--- src/rtl/dma_qw_pkg.sv ---
package dma_qw_pkg;

  localparam int QW_BYTES = 16;

  localparam int IDX_CTRL = 0;
  localparam int IDX_CNT  = 1;
  localparam int IDX_SRC  = 2;
  localparam int IDX_TGT  = 3;

  typedef enum logic [1:0] {
    ST_IDLE  = 2'd0,
    ST_READ  = 2'd1,
    ST_WRITE = 2'd2,
    ST_DONE  = 2'd3
  } dma_st_e;

  // Address of the next beat.
  function automatic logic [63:0] qw_advance(input logic [63:0] addr);
    return addr + 64'(QW_BYTES);
  endfunction

  // Destination address seen by memory.
  function automatic logic [63:0] relocate(input logic [63:0] tgt, input logic [63:0] base);
    return tgt + base;
  endfunction

endpackage

--- src/rtl/dma_qw_regs.sv ---
module dma_qw_regs
  import dma_qw_pkg::*;
#(
  parameter int ADDR_W = 32,
  parameter int CNT_W  = 16,
  parameter int IDX_W  = 2
) (
  input  logic              clk,
  input  logic              rst_n,
  input  logic              cfg_we,
  input  logic [IDX_W-1:0]  cfg_idx,
  input  logic [ADDR_W-1:0] cfg_wdata,
  input  logic              beat_done,
  output logic [CNT_W-1:0]  cnt_q,
  output logic [ADDR_W-1:0] src_q,
  output logic [ADDR_W-1:0] tgt_q
);

  localparam int N_PTR = 2;

  logic [ADDR_W-1:0] ptr_q [N_PTR];

  always_ff @(posedge clk or negedge rst_n) begin
    if (!rst_n) begin
      cnt_q <= '0;
    end else if (cfg_we && cfg_idx == IDX_W'(IDX_CNT)) begin
      cnt_q <= cfg_wdata[CNT_W-1:0];
    end else if (beat_done) begin
      cnt_q <= cnt_q - CNT_W'(1);
    end
  end

  // Source and target pointers share one load/advance structure.
  for (genvar g = 0; g < N_PTR; g++) begin : g_ptr
    always_ff @(posedge clk or negedge rst_n) begin
      if (!rst_n) begin
        ptr_q[g] <= '0;
      end else if (cfg_we && cfg_idx == IDX_W'(IDX_SRC + g)) begin
        ptr_q[g] <= cfg_wdata;
      end else if (beat_done) begin
        ptr_q[g] <= ADDR_W'(qw_advance(64'(ptr_q[g])));
      end
    end
  end

  assign src_q = ptr_q[0];
  assign tgt_q = ptr_q[1];

endmodule

--- src/rtl/dma_qw_seq.sv ---
module dma_qw_seq
  import dma_qw_pkg::*;
#(
  parameter int DATA_W = 128,
  parameter int CNT_W  = 16
) (
  input  logic              clk,
  input  logic              rst_n,
  input  logic              launch,
  input  logic              halt,
  input  logic [CNT_W-1:0]  cnt_q,
  input  logic              rd_rdy,
  input  logic [DATA_W-1:0] rd_data,
  input  logic              wr_rdy,
  output logic              rd_req,
  output logic              wr_req,
  output logic [DATA_W-1:0] wr_data,
  output logic              beat_done,
  output logic              busy,
  output logic              active,
  output logic              done_irq
);

  dma_st_e st_q, st_d;
  logic    last_beat;
  logic    capture;

  assign last_beat = (cnt_q == CNT_W'(1));
  assign capture   = (st_q == ST_READ) && rd_rdy && !halt;
  assign beat_done = (st_q == ST_WRITE) && wr_rdy && !halt;

  always_comb begin
    st_d = st_q;
    unique case (st_q)
      ST_IDLE:  if (launch) st_d = (cnt_q == '0) ? ST_DONE : ST_READ;
      ST_READ:  if (halt) st_d = ST_IDLE;
                else if (rd_rdy) st_d = ST_WRITE;
      ST_WRITE: if (halt) st_d = ST_IDLE;
                else if (wr_rdy) st_d = last_beat ? ST_DONE : ST_READ;
      ST_DONE:  st_d = ST_IDLE;
      default:  st_d = ST_IDLE;
    endcase
  end

  always_ff @(posedge clk or negedge rst_n) begin
    if (!rst_n) st_q <= ST_IDLE;
    else        st_q <= st_d;
  end

  always_ff @(posedge clk or negedge rst_n) begin
    if (!rst_n)       wr_data <= '0;
    else if (capture) wr_data <= rd_data;
  end

  assign rd_req   = (st_q == ST_READ);
  assign wr_req   = (st_q == ST_WRITE);
  assign busy     = (st_q != ST_IDLE);
  assign active   = rd_req || wr_req;
  assign done_irq = (st_q == ST_DONE);

endmodule

--- src/rtl/dma_qw_copy.sv ---
module dma_qw_copy
  import dma_qw_pkg::*;
#(
  parameter int                ADDR_W    = 32,
  parameter int                CNT_W     = 16,
  parameter int                DATA_W    = 128,
  parameter int                REG_AW    = 6,
  parameter logic [ADDR_W-1:0] DEST_BASE = 32'h4000_0000
) (
  input  logic              clk,
  input  logic              rst_n,
  input  logic              reg_wr,
  input  logic [REG_AW-1:0] reg_addr,
  input  logic [ADDR_W-1:0] reg_wdata,
  output logic [ADDR_W-1:0] reg_rdata,
  output logic              mem_rd_req,
  output logic [ADDR_W-1:0] mem_rd_addr,
  input  logic              mem_rd_rdy,
  input  logic [DATA_W-1:0] mem_rd_data,
  output logic              mem_wr_req,
  output logic [ADDR_W-1:0] mem_wr_addr,
  output logic [DATA_W-1:0] mem_wr_data,
  input  logic              mem_wr_rdy,
  output logic              ch_done_irq
);

  localparam int IDX_W = REG_AW - 4;

  logic [IDX_W-1:0]  idx_w;
  logic              aligned_w;
  logic              ctrl_wr_w;
  logic              launch_w;
  logic              halt_w;
  logic              cfg_we_w;
  logic              busy_w;
  logic              active_w;
  logic              beat_done_w;
  logic [CNT_W-1:0]  cnt_w;
  logic [ADDR_W-1:0] src_w;
  logic [ADDR_W-1:0] tgt_w;

  assign idx_w     = reg_addr[REG_AW-1:4];
  assign aligned_w = (reg_addr[3:0] == 4'd0);
  assign ctrl_wr_w = reg_wr && aligned_w && (idx_w == IDX_W'(IDX_CTRL));
  assign launch_w  = ctrl_wr_w && reg_wdata[0] && !busy_w;
  assign halt_w    = ctrl_wr_w && !reg_wdata[0] && active_w;
  assign cfg_we_w  = reg_wr && aligned_w && !busy_w;

  dma_qw_regs #(
    .ADDR_W (ADDR_W),
    .CNT_W  (CNT_W),
    .IDX_W  (IDX_W)
  ) u_regs (
    .clk       (clk),
    .rst_n     (rst_n),
    .cfg_we    (cfg_we_w),
    .cfg_idx   (idx_w),
    .cfg_wdata (reg_wdata),
    .beat_done (beat_done_w),
    .cnt_q     (cnt_w),
    .src_q     (src_w),
    .tgt_q     (tgt_w)
  );

  dma_qw_seq #(
    .DATA_W (DATA_W),
    .CNT_W  (CNT_W)
  ) u_seq (
    .clk       (clk),
    .rst_n     (rst_n),
    .launch    (launch_w),
    .halt      (halt_w),
    .cnt_q     (cnt_w),
    .rd_rdy    (mem_rd_rdy),
    .rd_data   (mem_rd_data),
    .wr_rdy    (mem_wr_rdy),
    .rd_req    (mem_rd_req),
    .wr_req    (mem_wr_req),
    .wr_data   (mem_wr_data),
    .beat_done (beat_done_w),
    .busy      (busy_w),
    .active    (active_w),
    .done_irq  (ch_done_irq)
  );

  assign mem_rd_addr = src_w;
  assign mem_wr_addr = ADDR_W'(relocate(64'(tgt_w), 64'(DEST_BASE)));

  always_comb begin
    reg_rdata = '0;
    if (aligned_w) begin
      case (idx_w)
        IDX_W'(IDX_CTRL): reg_rdata = {{(ADDR_W-1){1'b0}}, busy_w};
        IDX_W'(IDX_CNT):  reg_rdata = ADDR_W'(cnt_w);
        IDX_W'(IDX_SRC):  reg_rdata = src_w;
        IDX_W'(IDX_TGT):  reg_rdata = tgt_w;
        default:          reg_rdata = '0;
      endcase
    end
  end

endmodule

--- config.mk ---
export PLATFORM = sky130hd
export DESIGN_NAME = dma_qw_copy
export DESIGN_NICKNAME = d
export VERILOG_FILES = /design/src/rtl/dma_qw_pkg.sv /design/src/rtl/dma_qw_regs.sv /design/src/rtl/dma_qw_seq.sv /design/src/rtl/dma_qw_copy.sv
export SDC_FILE = /design/constraint.sdc
export NUM_CORES = 1
export LEC_CHECK = 0
export ABC_AREA = 1
export BUFFER_PORTS_ARGS = -buffer_cell sky130_fd_sc_hd__buf_2
export CORE_ASPECT_RATIO = 0.5
export CORE_MARGIN = 4
export CORE_UTILIZATION = 35
export CTS_BUF_LIST = sky130_fd_sc_hd__clkbuf_2 sky130_fd_sc_hd__clkbuf_4 sky130_fd_sc_hd__clkbuf_8
export DETAILED_ROUTE_END_ITERATION = 16
export SKIP_CTS_REPAIR_TIMING = 1
export SYNTH_ARGS = -nofsm -noshare
export SYNTH_HDL_FRONTEND = slang
export SYNTH_SLANG_ARGS = --single-unit
export TNS_END_PERCENT = 100
--- constraint.sdc ---
create_clock -name clk -period 1.7 [get_ports clk]
set_input_delay 0.34 -clock clk [delete_from_list [all_inputs] [get_ports clk]]
set_output_delay 0.34 -clock clk [all_outputs]
set_load 0.05 [all_outputs]
## Word level (Yosys, flattened, before mapping)

Cells that the tools add are included.

- Register bits after elaboration: 210
- Output and inout bits: 227
- Logic and storage cells: 62

- $add $sub $neg: 4
- Eq/ne operators: 10
- Multiplexer cells: 16
- Reduce and logical (&&, ||, !) cells: 27

Operators by type and width:

| operator | count |
|---|---|
| 2-to-1 mux 32 bit | 5 |
| one-hot mux 32 bit (4 select lines) | 1 |
| adder 32 x 5 -> 32 bit (second input constant) | 2 |
| adder 32 x 31 -> 32 bit (second input constant) | 1 |
| 2-to-1 mux 16 bit | 2 |
| equality test 16 x 1 -> 1 bit (second input constant) | 1 |
| logical NOT 16 bit | 1 |
| subtractor 16 x 1 -> 16 bit (second input constant) | 1 |
| logical AND 1 bit | 14 |
| 2-to-1 mux 2 bit | 7 |
| equality test 2 bit (second input constant) | 4 |
| one-hot mux 2 bit (4 select lines) | 1 |
| nonzero test 2 bit | 4 |
| != test 3 x 2 -> 1 bit (second input constant) | 2 |
| equality test 2 x 1 -> 1 bit (second input constant) | 2 |
| logical NOT 2 bit | 2 |
| logical NOT 4 bit | 1 |
| logical NOT 1 bit | 3 |
| AND reduction 3 bit | 1 |
| != test 2 bit (second input constant) | 1 |
| logical OR 1 bit | 1 |

## Depth between registers and ports, before layout

- Depth after elaboration: 9
- Depth in mapped cells: 11
- Gate-level depth less buffers: 11

## Hierarchy

Synthesis repeated with hierarchy kept, for this count alone.

- Cells, all modules: 1,347
- Area total of the unflattened synthesis: 11,893.9 um^2

Modules (own cells, without submodules):

| module | instances | cells an instance | area each (um^2) |
|---|---|---|---|
| dma_qw_seq | 1 | 326 | 5,530.3 |
| dma_qw_regs | 1 | 839 | 5,479.0 |
| dma_qw_copy | 1 | 182 | 884.6 |

## Least setup slack after synthesis

No wires, ideal clock.

- Path type: flip-flop to output port
- From: register u_regs.ptr_q (netlist bit u_regs.src_q[0])
- To: output reg_rdata[0]
- Data arrival time: 2.060 ns
- Setup slack: -0.700 ns
- Stages on the path, launching flop included: 5
- Buffers on the path: 0
- Cell sequence: dfrtp_1 inv_1 a21oi_1 a221oi_1 a211oi_1

- Longest elaborated chain between the ends: 2

RTL lines:

| what | RTL line | text |
|---|---|---|
| from (decl) | dma_qw_regs.sv:21 | `logic [ADDR_W-1:0] ptr_q [N_PTR];` |
| from (signal, indexed assignment) | dma_qw_regs.sv:39 | `ptr_q[g] <= cfg_wdata;` |
| from (signal, indexed assignment) | dma_qw_regs.sv:41 | `ptr_q[g] <= ADDR_W'(qw_advance(64'(ptr_q[g])));` |
| one-hot mux 32 bit (4 select lines) | dma_qw_copy.sv:92 | `case (idx_w)` |
| 2-to-1 mux 32 bit | dma_qw_copy.sv:91 | `if (aligned_w) begin` |
| to (decl) | dma_qw_copy.sv:15 | `output logic [ADDR_W-1:0] reg_rdata,` |

Every way passes these cells.

## Worst setup path in the final report

- From: register u_regs.ptr_q (netlist bit u_regs.src_q[8])
- To: output reg_rdata[8]

The elaborated chain is that of the path after synthesis.

==> impl_metrics.ini <==
[sta]
layout_min_cycle_time_ns = 1.96
number_of_endpoints_with_negative_hold_slack_in_the_final_report = 0
hold-worst-slack_ns = 0.0273
timing.fmax_ghz = 0.511
timing.final.ws_setup_ns = -0.258
final.period_utilization = 1.15
grt_setup_unrepaired = true
final-max-slew-violation-count = 0
clock_skew_ns = 0.0147
slew_headroom = 0.742
worstMarginPinSlew_ns = 0.387
final_setup_violations = 244

[final_layout]
final_common_cell = sky130_fd_sc_hd__nand2_1
layout.area.seq_mm2 = 0.00531
final_layout_size_suffix_gt1_frac = 0.509
multi_input_area_mm2 = 0.00662
fill_cells = 2691
synthToLayoutAreaGrowth_pct = 72.7
layout_net_count = 2424
final_cell_mix = sky130_fd_sc_hd__nand2_1, sky130_fd_sc_hd__buf_2, sky130_fd_sc_hd__inv_1

[routing]
post_drt_wl_per_cell_um = 18.2
initialDrtViolationCount = 939
detail-route-antenna-nets = 0
post_detailed_routing_wire_length_um = 49300
drt_drc_violations_left = 0
route.detailed.vias_per_inst = 4.90
vias = 13300
detailedRoute.firstPassIterationCount = 6

[synth]
dominant_combinational_cell_family_by_area_after_synthesis = simple AND/OR/NAND/NOR gates
synthDistinctLibCells = 32
synth_adder_area_share = 0.00867
synth_compound_gate_area_share = 0.0981
synth_simple_gate_area_share = 0.297
synthesis.yosys.warnings = 0
postSynthNetCount = 1777
yosysSeqAreaShare = 0.455
post-synth-top-area-cell = sky130_fd_sc_hd__dfrtp_1
avgSynthCellArea_um2 = 7.22
post_synth_main_area_contributors = sky130_fd_sc_hd__dfrtp_1, sky130_fd_sc_hd__nand2_1, sky130_fd_sc_hd__inv_1, sky130_fd_sc_hd__o21ai_0, sky130_fd_sc_hd__nand3_1
xor_xnor_share_of_the_synthesized_area = 0.0197
synthesis.instances = 1598
synthMuxAreaShare = 0
synth.cell_area_mm2 = 0.0115
synth.ff_latch_count = 210
post-synth-top-area-fraction = 0.455

[worst_setup_path]
timing.setup.critical_path_class = flip-flop to output port
reg2reg_from = u_seq.st_q[1]
crit_path_max_fanout = 6
cp_num_buf_inv = 2
critical-path-max-stage-delay_ns = 0.47
cpLargestDelayFamily = flip-flops
critical_path_required_ns = 1.36
timing.rr.end = u_regs.src_q[25]
setup.worst_path.start_class = flip-flop
r2r_cells = 11
timing.critical_path.cells = nand2_1 > o221ai_2 > nand2_1 > clkinvlp_4 > buf_8
worst_ep_arrival_time_ns = 1.62
end_kind = output port
cpMaxStageDelayCell = sky130_fd_sc_hd__dfrtp_2
cp_common_cell = sky130_fd_sc_hd__nand2_1
reg2reg_slack_ns = -0.24

[clocking]
clock_pin_transition_on_the_worst_setup_and_hold_timing_paths_ns = 0.07
clock_tree.root_cell = sky130_fd_sc_hd__clkbuf_8
clkSinkCount = 210
cts_tree = yes
cts-root-to-sink-buffers = 3
cts_max_level = 2
cts_inserted_buffers = 36
insertion_delay_ns = 0.55

[power_and_ir_drop]
clkPwrFrac = 0.155
vdd.ir_drop.worst_uv = 1280
total_power_mw = 32.8
comb_power_share = 0.581
power.static_leakage_nw = 10.6
p_per_area_mw_per_mm2 = 1650
seqPwrFrac = 0.263
internal_power_mw = 16.3
swShare = 0.504
switchingPower_mw = 16.5

[hold_path]
min-delay-path-class = input pin to flip-flop
hp-start = mem_rd_data[26]
hold_path_depth = 3
worst_hold_path.endpoint = u_seq.wr_data[26]

[job]
maxCapViolCount = 0

[die]
start_util = 0.359
die-area_mm2 = 0.0361
rows = 46
design.core.area_mm2 = 0.0321
top_level_ports = 398
dieWidth_um = 265
die_y_um = 136

[global_routing]
antenna_found_initial = 5
total_routing_resource_utilization_after_global_routing = 0.226
grt_overflow_total = 0
grt_first_pass_wirelength_um = 64100
number_of_global_route_vias_before_repair = 11400
grt_max_degree = 46

[place]
place_congestion = 0.925
hpwl_um = 34000
buffer_ports.inserted = 397

[status]
failing_checks = negative setup slack
outcome = complete, but fails checks
## power groups by stage
stage	clock [mW]	sequential, mW	combinational (mW)
CTS	5.23	8.40	14.6
global route	5.48	8.84	20.0
finish	5.10	8.63	19.1
global placement	0	8.44	14.5
detailed placement	0	8.44	14.6
floorplan	0	13.8	4.66
## synth_stat cells (all sizes together)
cell type / n
a211oi: 1
a21oi: 21
a221oi: 1
buf: 75
clkbuf: 11
dfrtp: 210
ha: 8
inv: 237
nand2: 540
nand3: 113
nand3b: 14
nand4: 9
nor2: 121
nor3: 18
o211ai: 12
o21ai: 171
o221ai: 1
o22ai: 9
xnor2: 6
xor2: 20
## worst register-to-register path, cell delays in order, from the launching register on
cell	delay, ns
sky130_fd_sc_hd__dfrtp_1	0.40
sky130_fd_sc_hd__inv_2	0.10
sky130_fd_sc_hd__ha_4	0.21
sky130_fd_sc_hd__inv_4	0.05
sky130_fd_sc_hd__nor2_4	0.04
sky130_fd_sc_hd__nand3_4	0.09
sky130_fd_sc_hd__nand3_4	0.19
sky130_fd_sc_hd__buf_6	0.19
sky130_fd_sc_hd__nor2_4	0.23
sky130_fd_sc_hd__clkbuf_16	0.24
sky130_fd_sc_hd__nand2_2	0.07
sky130_fd_sc_hd__nand3_2	0.07
## worst max path at each step
stage,startpoint,to,slack [ns],cells after the start
final,u_regs.src_q[8],reg_rdata[8],-0.26,5
after global routing,u_regs.src_q[0],reg_rdata[0],-0.34,5
after CTS,u_regs.tgt_q[11],reg_rdata[11],-0.52,5
after detailed placement,reg_addr[5],reg_rdata[11],-0.20,8
after global placement,reg_addr[5],reg_rdata[11],-0.21,8
after floorplan,u_regs.src_q[0],reg_rdata[0],-0.04,4
## cells by family (layout without fill, tap and decap cells)
family | after synthesis | count (layout)
other cells | 0 | 5
xor+xnor | 26 | 26
buf+inv | 323 | 996
compound gates | 216 | 216
simple gates | 815 | 815
fa+ha+maj | 8 | 8
flops | 210 | 210
## routing by layer
layer | vias up | global-route usage | part of all wire | routed length (µm)
met5 | - | 0 | 0.00026 | 13
met4 | 2 | 0.0759 | 0.041 | 2000
met3 | 141 | 0.0369 | 0.065 | 3190
met2 | 541 | 0.388 | 0.50 | 24600
met1 | 6320 | 0.292 | 0.40 | 19500
li1 | 6275 | - | - | -
## metrics by stage
stage / util / worst slack (ns) / setup TNS (ns) / cell area, µm² / cells
after detailed placement: 0.470 / -0.198 / -9.67 / 15100 / 2468
after global routing: 0.621 / -0.339 / -56.02 / 19900 / 2707
after global placement: 0.470 / -0.206 / -8.35 / 15100 / 2468
after CTS: 0.495 / -0.523 / -16.85 / 15900 / 2532
final: 0.621 / -0.258 / -33.93 / 19900 / 2708
after floorplan: - / -0.0367 / -0.0414 / 11800 / 1598
## flip-flops by register name (all words and copies together) (netlist names)
signal / count
u_seq.st_q: 2
u_regs.src_q: 32
u_regs.cnt_q: 16
u_seq.wr_data: 128
u_regs.tgt_q: 32
## layout make-up
class	count	area share
Clock inverter	11	0.00490
Timing Repair Buffer	695	0.287
Multi-Input combinational cell	1065	0.332
Antenna cell	5	0.000628
Sequential cell	210	0.266
Clock buffer	53	0.0344
Tap cell	432	0.0271
Inverter	237	0.0472
(Power assumes the default switching activity.)
